File: config.mk
export PLATFORM = sky130hd
export DESIGN_NAME = rhythm_phase_gen
export DESIGN_NICKNAME = d
export VERILOG_FILES = /design/src/rtl/rpg_pkg.sv /design/src/rtl/rpg_accum.sv /design/src/rtl/rpg_noise.sv /design/src/rtl/rpg_mix.sv /design/src/rtl/rhythm_phase_gen.sv
export SDC_FILE = /design/constraint.sdc
export NUM_CORES = 1
export LEC_CHECK = 0
export BUFFER_PORTS_ARGS = -buffer_cell sky130_fd_sc_hd__buf_2
export CAP_MARGIN = 20
export CORE_ASPECT_RATIO = 0.7
export CORE_MARGIN = 4
export CORE_UTILIZATION = 63
export DETAILED_ROUTE_END_ITERATION = 8
export GPL_ROUTABILITY_DRIVEN = 0
export PLACE_DENSITY = 0.87
export SETUP_SLACK_MARGIN = 0.05
export SYNTH_ARGS = -nofsm -noshare
export SYNTH_HDL_FRONTEND = slang
export SYNTH_HIERARCHICAL = 1
export SYNTH_SLANG_ARGS = --single-unit
File: constraint.sdc
create_clock -name clk -period 6.1 [get_ports clk]
set_input_delay 0.305 -clock clk [delete_from_list [all_inputs] [get_ports clk]]
set_output_delay 0.305 -clock clk [all_outputs]
set_load 0.1 [all_outputs]
File: src/rtl/rpg_pkg.sv
package rpg_pkg;
    localparam int PHASE_W = 10;
    localparam int N_OPS   = 3;

    typedef enum int {
        OP_HAT   = 0,
        OP_SNARE = 1,
        OP_CYM   = 2
    } op_sel_e;

    typedef struct packed {
        logic [PHASE_W-1:0] hat;
        logic [PHASE_W-1:0] snare;
        logic [PHASE_W-1:0] cym;
    } rhythm_t;
endpackage

File: src/rtl/rpg_accum.sv
module rpg_accum #(
    parameter int ACC_W  = 20,
    parameter int FRAC_W = 10,
    parameter int VIB_W  = 8
) (
    input  logic                    clk,
    input  logic                    rst_n,
    input  logic                    tick_i,
    input  logic [ACC_W-1:0]        inc_i,
    input  logic signed [VIB_W-1:0] vib_i,
    output logic [ACC_W-1:0]        acc_o
);
    localparam int PROD_W = ACC_W + 1 + VIB_W;

    typedef struct packed {
        logic [ACC_W-1:0] acc;
    } acc_state_t;

    acc_state_t st_d, st_q;
    logic signed [PROD_W-1:0] prod;
    logic signed [PROD_W-1:0] adj;
    logic [ACC_W-1:0]         step;

    always_comb begin
        prod = $signed({1'b0, inc_i}) * vib_i;
        adj  = prod >>> FRAC_W;
        step = inc_i + adj[ACC_W-1:0];
        st_d = st_q;
        if (tick_i) begin
            st_d.acc = st_q.acc + step;
        end
    end

    always_ff @(posedge clk or negedge rst_n) begin
        if (!rst_n) st_q <= '0;
        else        st_q <= st_d;
    end

    assign acc_o = st_q.acc;

    // no tick, no motion
    p_acc_hold_r7: assert property (@(posedge clk) disable iff (!rst_n)
        !tick_i |=> $stable(acc_o));
endmodule

File: src/rtl/rpg_noise.sv
module rpg_noise #(
    parameter int              LFSR_W = 23,
    parameter int              TAP    = 8,
    parameter logic [LFSR_W-1:0] SEED = 1
) (
    input  logic clk,
    input  logic rst_n,
    input  logic tick_i,
    output logic noise_o
);
    typedef struct packed {
        logic [LFSR_W-1:0] sr;
    } noise_state_t;

    noise_state_t st_d, st_q;

    always_comb begin
        st_d = st_q;
        if (tick_i) begin
            st_d.sr = {st_q.sr[LFSR_W-2:0], st_q.sr[LFSR_W-1] ^ st_q.sr[TAP]};
        end
    end

    always_ff @(posedge clk or negedge rst_n) begin
        if (!rst_n) st_q.sr <= SEED;
        else        st_q    <= st_d;
    end

    assign noise_o = st_q.sr[LFSR_W-1];

    // register never collapses to zero
    p_lfsr_live_r8: assert property (@(posedge clk) disable iff (!rst_n)
        st_q.sr != '0);
    // register holds between ticks
    p_lfsr_hold_r7: assert property (@(posedge clk) disable iff (!rst_n)
        !tick_i |=> $stable(st_q.sr));
endmodule

File: src/rtl/rpg_mix.sv
module rpg_mix
    import rpg_pkg::*;
(
    input  logic               clk,
    input  logic               rst_n,
    input  logic               tick_i,
    input  logic [PHASE_W-1:0] c1_i,
    input  logic [PHASE_W-1:0] c3_i,
    input  logic               noise_i,
    output rhythm_t            ph_o
);
    rhythm_t    st_d, st_q;
    logic       mix;
    logic [1:0] shamt;
    logic [1:0] sn_base;
    logic [1:0] sn_code;

    always_comb begin
        mix     = (c1_i[7] ^ c1_i[2]) | c1_i[3] | (c3_i[5] ^ c3_i[3]);
        shamt   = {noise_i, mix};
        sn_base = c1_i[8] ? 2'b10 : 2'b01;
        sn_code = sn_base ^ {1'b0, noise_i};
        st_d    = st_q;
        if (tick_i) begin
            st_d.hat   = {1'b0, mix, 8'h00} | (10'h034 << shamt);
            st_d.snare = {sn_code, 8'h00};
            st_d.cym   = mix ? 10'h200 : 10'h100;
        end
    end

    always_ff @(posedge clk or negedge rst_n) begin
        if (!rst_n) st_q <= '0;
        else        st_q <= st_d;
    end

    assign ph_o = st_q;

    // outputs only move on a tick
    p_out_hold_r7: assert property (@(posedge clk) disable iff (!rst_n)
        !tick_i |=> $stable(ph_o));
    // cymbal is zero (reset) or one of two codes
    p_cym_codes_r4: assert property (@(posedge clk) disable iff (!rst_n)
        ph_o.cym[7:0] == 8'h00 && ph_o.cym[9:8] != 2'b11);
    // hi-hat never uses bit 9 or the two low bits
    p_hat_bits_r2: assert property (@(posedge clk) disable iff (!rst_n)
        ph_o.hat[9] == 1'b0 && ph_o.hat[1:0] == 2'b00);
    // snare lives only in the top two bits
    p_snare_bits_r3: assert property (@(posedge clk) disable iff (!rst_n)
        ph_o.snare[7:0] == 8'h00);
endmodule

File: src/rtl/rhythm_phase_gen.sv
module rhythm_phase_gen
    import rpg_pkg::*;
#(
    parameter int FRAC_W    = 10,
    parameter int VIB_W     = 8,
    parameter int LFSR_W    = 23,
    parameter int LFSR_TAP  = 8,
    parameter int LFSR_SEED = 1
) (
    input  logic                      clk,
    input  logic                      rst_n,
    input  logic                      tick_i,
    input  logic [PHASE_W+FRAC_W-1:0] inc_hat_i,
    input  logic [PHASE_W+FRAC_W-1:0] inc_snare_i,
    input  logic [PHASE_W+FRAC_W-1:0] inc_cym_i,
    input  logic signed [VIB_W-1:0]   vib_i,
    output logic [N_OPS*PHASE_W-1:0]  acc_phase_o,
    output logic [PHASE_W-1:0]        hat_phase_o,
    output logic [PHASE_W-1:0]        snare_phase_o,
    output logic [PHASE_W-1:0]        cym_phase_o
);
    localparam int ACC_W = PHASE_W + FRAC_W;

    logic [N_OPS-1:0][ACC_W-1:0]   inc_all;
    logic [N_OPS-1:0][ACC_W-1:0]   acc_all;
    logic [N_OPS-1:0][PHASE_W-1:0] int_all;
    logic                          noise;
    rhythm_t                       ph;

    assign inc_all[OP_HAT]   = inc_hat_i;
    assign inc_all[OP_SNARE] = inc_snare_i;
    assign inc_all[OP_CYM]   = inc_cym_i;

    for (genvar g = 0; g < N_OPS; g++) begin : g_op
        rpg_accum #(
            .ACC_W (ACC_W),
            .FRAC_W(FRAC_W),
            .VIB_W (VIB_W)
        ) u_acc (
            .clk   (clk),
            .rst_n (rst_n),
            .tick_i(tick_i),
            .inc_i (inc_all[g]),
            .vib_i (vib_i),
            .acc_o (acc_all[g])
        );
        assign int_all[g] = acc_all[g][ACC_W-1:FRAC_W];
    end

    rpg_noise #(
        .LFSR_W(LFSR_W),
        .TAP   (LFSR_TAP),
        .SEED  (LFSR_W'(LFSR_SEED))
    ) u_noise (
        .clk    (clk),
        .rst_n  (rst_n),
        .tick_i (tick_i),
        .noise_o(noise)
    );

    rpg_mix u_mix (
        .clk    (clk),
        .rst_n  (rst_n),
        .tick_i (tick_i),
        .c1_i   (int_all[OP_HAT]),
        .c3_i   (int_all[OP_CYM]),
        .noise_i(noise),
        .ph_o   (ph)
    );

    assign acc_phase_o   = int_all;
    assign hat_phase_o   = ph.hat;
    assign snare_phase_o = ph.snare;
    assign cym_phase_o   = ph.cym;
endmodule

==> results of run 1 <==
per-stage QoR:
step / cell area (um2) / setup WS, ns / cells / setup TNS, ns
2_1_floorplan: 23500 / -0.487 / 2481 / -2.08
3_3_place_gp: 27200 / -1.10 / 3383 / -24.83
3_5_place_dp: 27200 / -1.32 / 3383 / -36.57
4_1_cts: 29300 / -0.624 / 3458 / -7.79
synthesized netlist by cell type (all sizes together) (8+ instances only):
cell type	n
and2	314
a21oi	75
o21a	15
nor3	16
nand3	19
o31ai	13
inv	500
buf	29
o21bai	8
o211ai	16
nand2	154
ha	251
fa	381
clkbuf	51
xnor2	52
a21o	35
nor2b	14
dfrtp	92
mux2	54
o21ai	53
nor2	100
nand2b	24
a211oi	18
a31oi	9
or3	10
and3	15
xor2	39
cells by family after synthesis:
logic type | Yosys count | share of synthesized area, %
AO/OA/AOI/OAI | 303 | 9.54
XOR/XNOR | 92 | 3.58
adder cells (fa/ha/maj) | 632 | 47.0
buffers and inverters | 581 | 10.1
flip-flops | 93 | 10.2
multiplexers | 60 | 3.21
other | 1 | 0.0164
AND/OR/NAND/NOR | 701 | 16.4
layer usage:
metal | GRT usage [%] | GRT overflow
met3 | 71.3 | 0
met1 | 72.7 | 0
met2 | 86.3 | 6
met5 | 55.6 | 0
met4 | 77.3 | 2
timing repair:
action,CTS
pin swaps,134
hold buffers,1
setup endpoints to repair,42
hold endpoints to repair,20
buffers inserted,51
resized for setup,251
cloned,7
==> impl_metrics.yaml, run 1 <==
global_route:
  grt_usage_pct: 76.4
  grt_max_degree: 74
  globalRouteOverflowTotal: 8
  grt_antenna_before_repair: 30
outcome:
  error: "[ERROR GRT-0232] Routing congestion too high. Check the congestion heatmap in the GUI."
  outcome: "aborted with a tool error"
  haltStage: "5_1_grt"
place:
  numPortBuffers: 111
  dpl.hpwl_um: 54000
sta:
  worst_path_end_type: "register input"
  grt_worst_setup_endpoint: "g_op[0].u_acc/acc_o[19]$_DFFE_PN0P_/D"
logic_synthesis:
  synth_warnings: 6
  yosysUniqueCellTypes: 95
  ys.flop_type: "dfrtp_1"
  yosysSeqAreaShare_pct: 10.2
  avgSynthCellArea_um2: 9.31
  yosys-top-cells-area: "fa_1 (33%), ha_1 (14%), dfrtp_1 (10%)"
  synth_top_area_share_pct: 33.3
  synthCells: 2463
  synth_edf_count: 0
  ys_async_sr_fraction_pct: 100
  post-synth-top-area-cell: "fa_1"
  synth-seq-cells: 93
  synth_area_mm2: 0.0229
floorplan:
  initial_core_util_pct: 63.8
  ios: 131
  die_h_um: 168
  die_width_um: 236
  row_count: 58
clocking:
  cts.sinks: 93
  clockRootBuffer: "clkbuf_16"
  clockBufferDepth: 2
  clock_tree.htree_level_count: 3
  cts_buffers: 9
==> run 2: changes to the inputs <==
Settings changed: CORE_ASPECT_RATIO 0.7 to unset, CORE_UTILIZATION 63 to 40, PLACE_DENSITY 0.87 to unset, PLACE_DENSITY_LB_ADDON set to 0.15, SETUP_SLACK_MARGIN 0.05 to unset.
==> impl_metrics.yaml, run 2 <==
outcome:
  outcome: "finished, violations left"
  violations: "negative setup slack"
logic_synthesis:
  synth_common_cells: "inv_1 (500), fa_1 (381), and2_1 (314)"
  synth_top_area_share_pct: 33.3
  post-synth-top-area-cell: "fa_1"
  yosys-top-cells-area: "fa_1 (33%), ha_1 (14%), dfrtp_1 (10%)"
  avgSynthCellArea_um2: 9.31
  synth.most_common_cell: "inv_1"
  ys_async_sr_fraction_pct: 100
  ys.flop_type: "dfrtp_1"
  synth_warnings: 6
  synthCells: 2463
  synth_edf_count: 0
  yosysUniqueCellTypes: 95
  yosysSeqAreaShare_pct: 10.2
  synth_area_mm2: 0.0229
  synth-seq-cells: 93
worst_setup_path:
  crit_arrival_ns: 7.09
  reg2reg_from: "g_op[1].u_acc/acc_o[1]"
  path_max_fanout: 11
  worstPathRequired_ns: 6.42
  slowest_delay_ns: 0.54
  end_kind: "flop"
  rr_endpoint: "g_op[1].u_acc/acc_o[19]"
  r2r_cells: 13
  slowest_stage: "fa_1"
  crit_top_cell: "fa_1"
  ff2ff_setup_slack_ns: 2.56
  startpoint_type: "input pin"
  path_class: "input pin to flop"
sta:
  layout_min_cycle_time_ns: 6.77
  setup_ws_ns: -0.670
  rsz0062_at_grt: "true"
  setup-violations-final: 30
  maxClockFrequency_mhz: 148
  drv_slew: 0
  fin_skew_ns: 0.0211
  min_period_over_period_pct: 111
  slew_headroom_pct: 35.3
  tightest_slew_ns: 0.970
  hold_viol: 0
routing:
  vias: 18600
  drc: 0
  viasPerCell: 4.90
  first_pass_iters: 4
  wire_per_inst_um: 17.0
  antenna_left: 0
  drtIter0Drc: 622
  totalWireLength_um: 64400
finish:
  syn2layout_area_growth_pct: 32.4
  final_common_cell: "inv_1"
  final_cell_mix: "inv_1 (480), buf_4 (443), fa_1 (367)"
  fin_util_pct: 53.6
  final_nets: 3726
  largest_reg_flops: 60
  drive_gt1_share_pct: 32.1
  antennaDiodeCount: 0
global_route:
  grt_antenna_before_repair: 2
  globalRouteOverflowTotal: 0
  grt_usage_pct: 21.5
  grt_pass1_vias: 20000
  grt_pass1_wl_um: 105000
  grt_max_degree: 68
clocking:
  clockBufferDepth: 2
  cts.sinks: 93
  cts_tree: "done"
  cts_buffers: 9
  clock_tree.htree_level_count: 3
  clk_latency_ns: 0.41
  clk_pin_slew_ns: 0.08
  clockRootBuffer: "clkbuf_16"
floorplan:
  ios: 131
  initial_core_util_pct: 40.5
  fp.dieArea_mm2: 0.0612
  row_count: 87
  core_mm2: 0.0566
  die_width_um: 247
  die_h_um: 247
place:
  place_ws_ns: -1.42
  dpl.hpwl_um: 50400
  numPortBuffers: 111
hold_path:
  whs_path_depth: 2
  hp-class: "input pin to flop"
  worstHoldStart: "tick_i"
  min_to: "g_op[0].u_acc/acc_o[9]"
run:
  maxCapViolCount: 0
-- run 2: worst max-delay path: cells and delay by family --
family                   cells  cell delay, ns
AO/OA/AOI/OAI                9            1.70
XOR/XNOR                     2            0.31
adder cells (fa/ha/maj)      7            2.82
buffers and inverters        8            0.91
multiplexers                 1            0.20
AND/OR/NAND/NOR              3            0.81
-- run 2: metrics by stage --
stage / setup TNS, ns / hold slack, ns / instances / area, um2
5_1_grt: -15.97 / 0.316 / 3784 / 30300
4_1_cts: -5.85 / 0.275 / 3758 / 29500
2_1_floorplan: -2.06 / 0.00941 / 2481 / 23500
6_report: -8.59 / 0.295 / 3784 / 30300
3_5_place_dp: -37.41 / 0.421 / 3681 / 27700
3_3_place_gp: -32.70 / 0.415 / 3681 / 27700
-- run 2: how the worst max path moves through the flow --
| stage | start | end | slack [ns] | cells after the start |
|---|---|---|---|---|
| 2_1_floorplan | vib_i[4] | g_op[1].u_acc/acc_o[19] | -0.49 | 27 |
| 3_3_place_gp | vib_i[7] | g_op[0].u_acc/acc_o[19] | -1.30 | 29 |
| 3_5_place_dp | vib_i[7] | g_op[0].u_acc/acc_o[19] | -1.42 | 29 |
| 4_1_cts | vib_i[7] | g_op[0].u_acc/acc_o[19] | -0.62 | 28 |
| 5_1_grt | vib_i[4] | g_op[0].u_acc/acc_o[19] | -0.91 | 28 |
| 6_report | vib_i[4] | g_op[0].u_acc/acc_o[19] | -0.67 | 30 |
-- run 2: layer usage --
metal | vias to the layer above | track usage [%] | part of all wire (%)
met5 | - | 0 | 0
li1 | 8833 | - | -
met4 | 0 | 4.58 | 1.6
met2 | 270 | 36.5 | 49
met3 | 54 | 3.15 | 3.5
met1 | 9400 | 29.4 | 46
-- run 2: cell type report --
cell class              instances  area [um2]
multi-input cells            1807       20000
clock buffers                   9         225
repair inverters                1        7.51
inverters                     501        1890
repair buffers                610        4830
fillers                      5231       26300
well taps                     756         946
clock inverters                 7        78.8
flip-flops and latches         93        2330
-- run 2: timing repair --
action	4_1_cts	5_1_grt
gates cloned	5	1
resized for setup	192	137
pin swaps	169	159
hold buffers	1	0
endpoints found under the hold margin	40	0
endpoints found under the setup margin	40	39
buffers inserted	56	29
-- run 2: cell families after synthesis --
group           Yosys count  share of synthesized area [%]
fa+ha+maj               632                           47.0
flops                    93                           10.2
xor+xnor                 92                           3.58
other cells               1                         0.0164
buf+inv                 581                           10.1
mux                      60                           3.21
compound gates          303                           9.54
simple gates            701                           16.4
Power of run 2 is not shown: default switching activity piles up to over one toggle a cycle in this logic, so the estimate is an artifact.
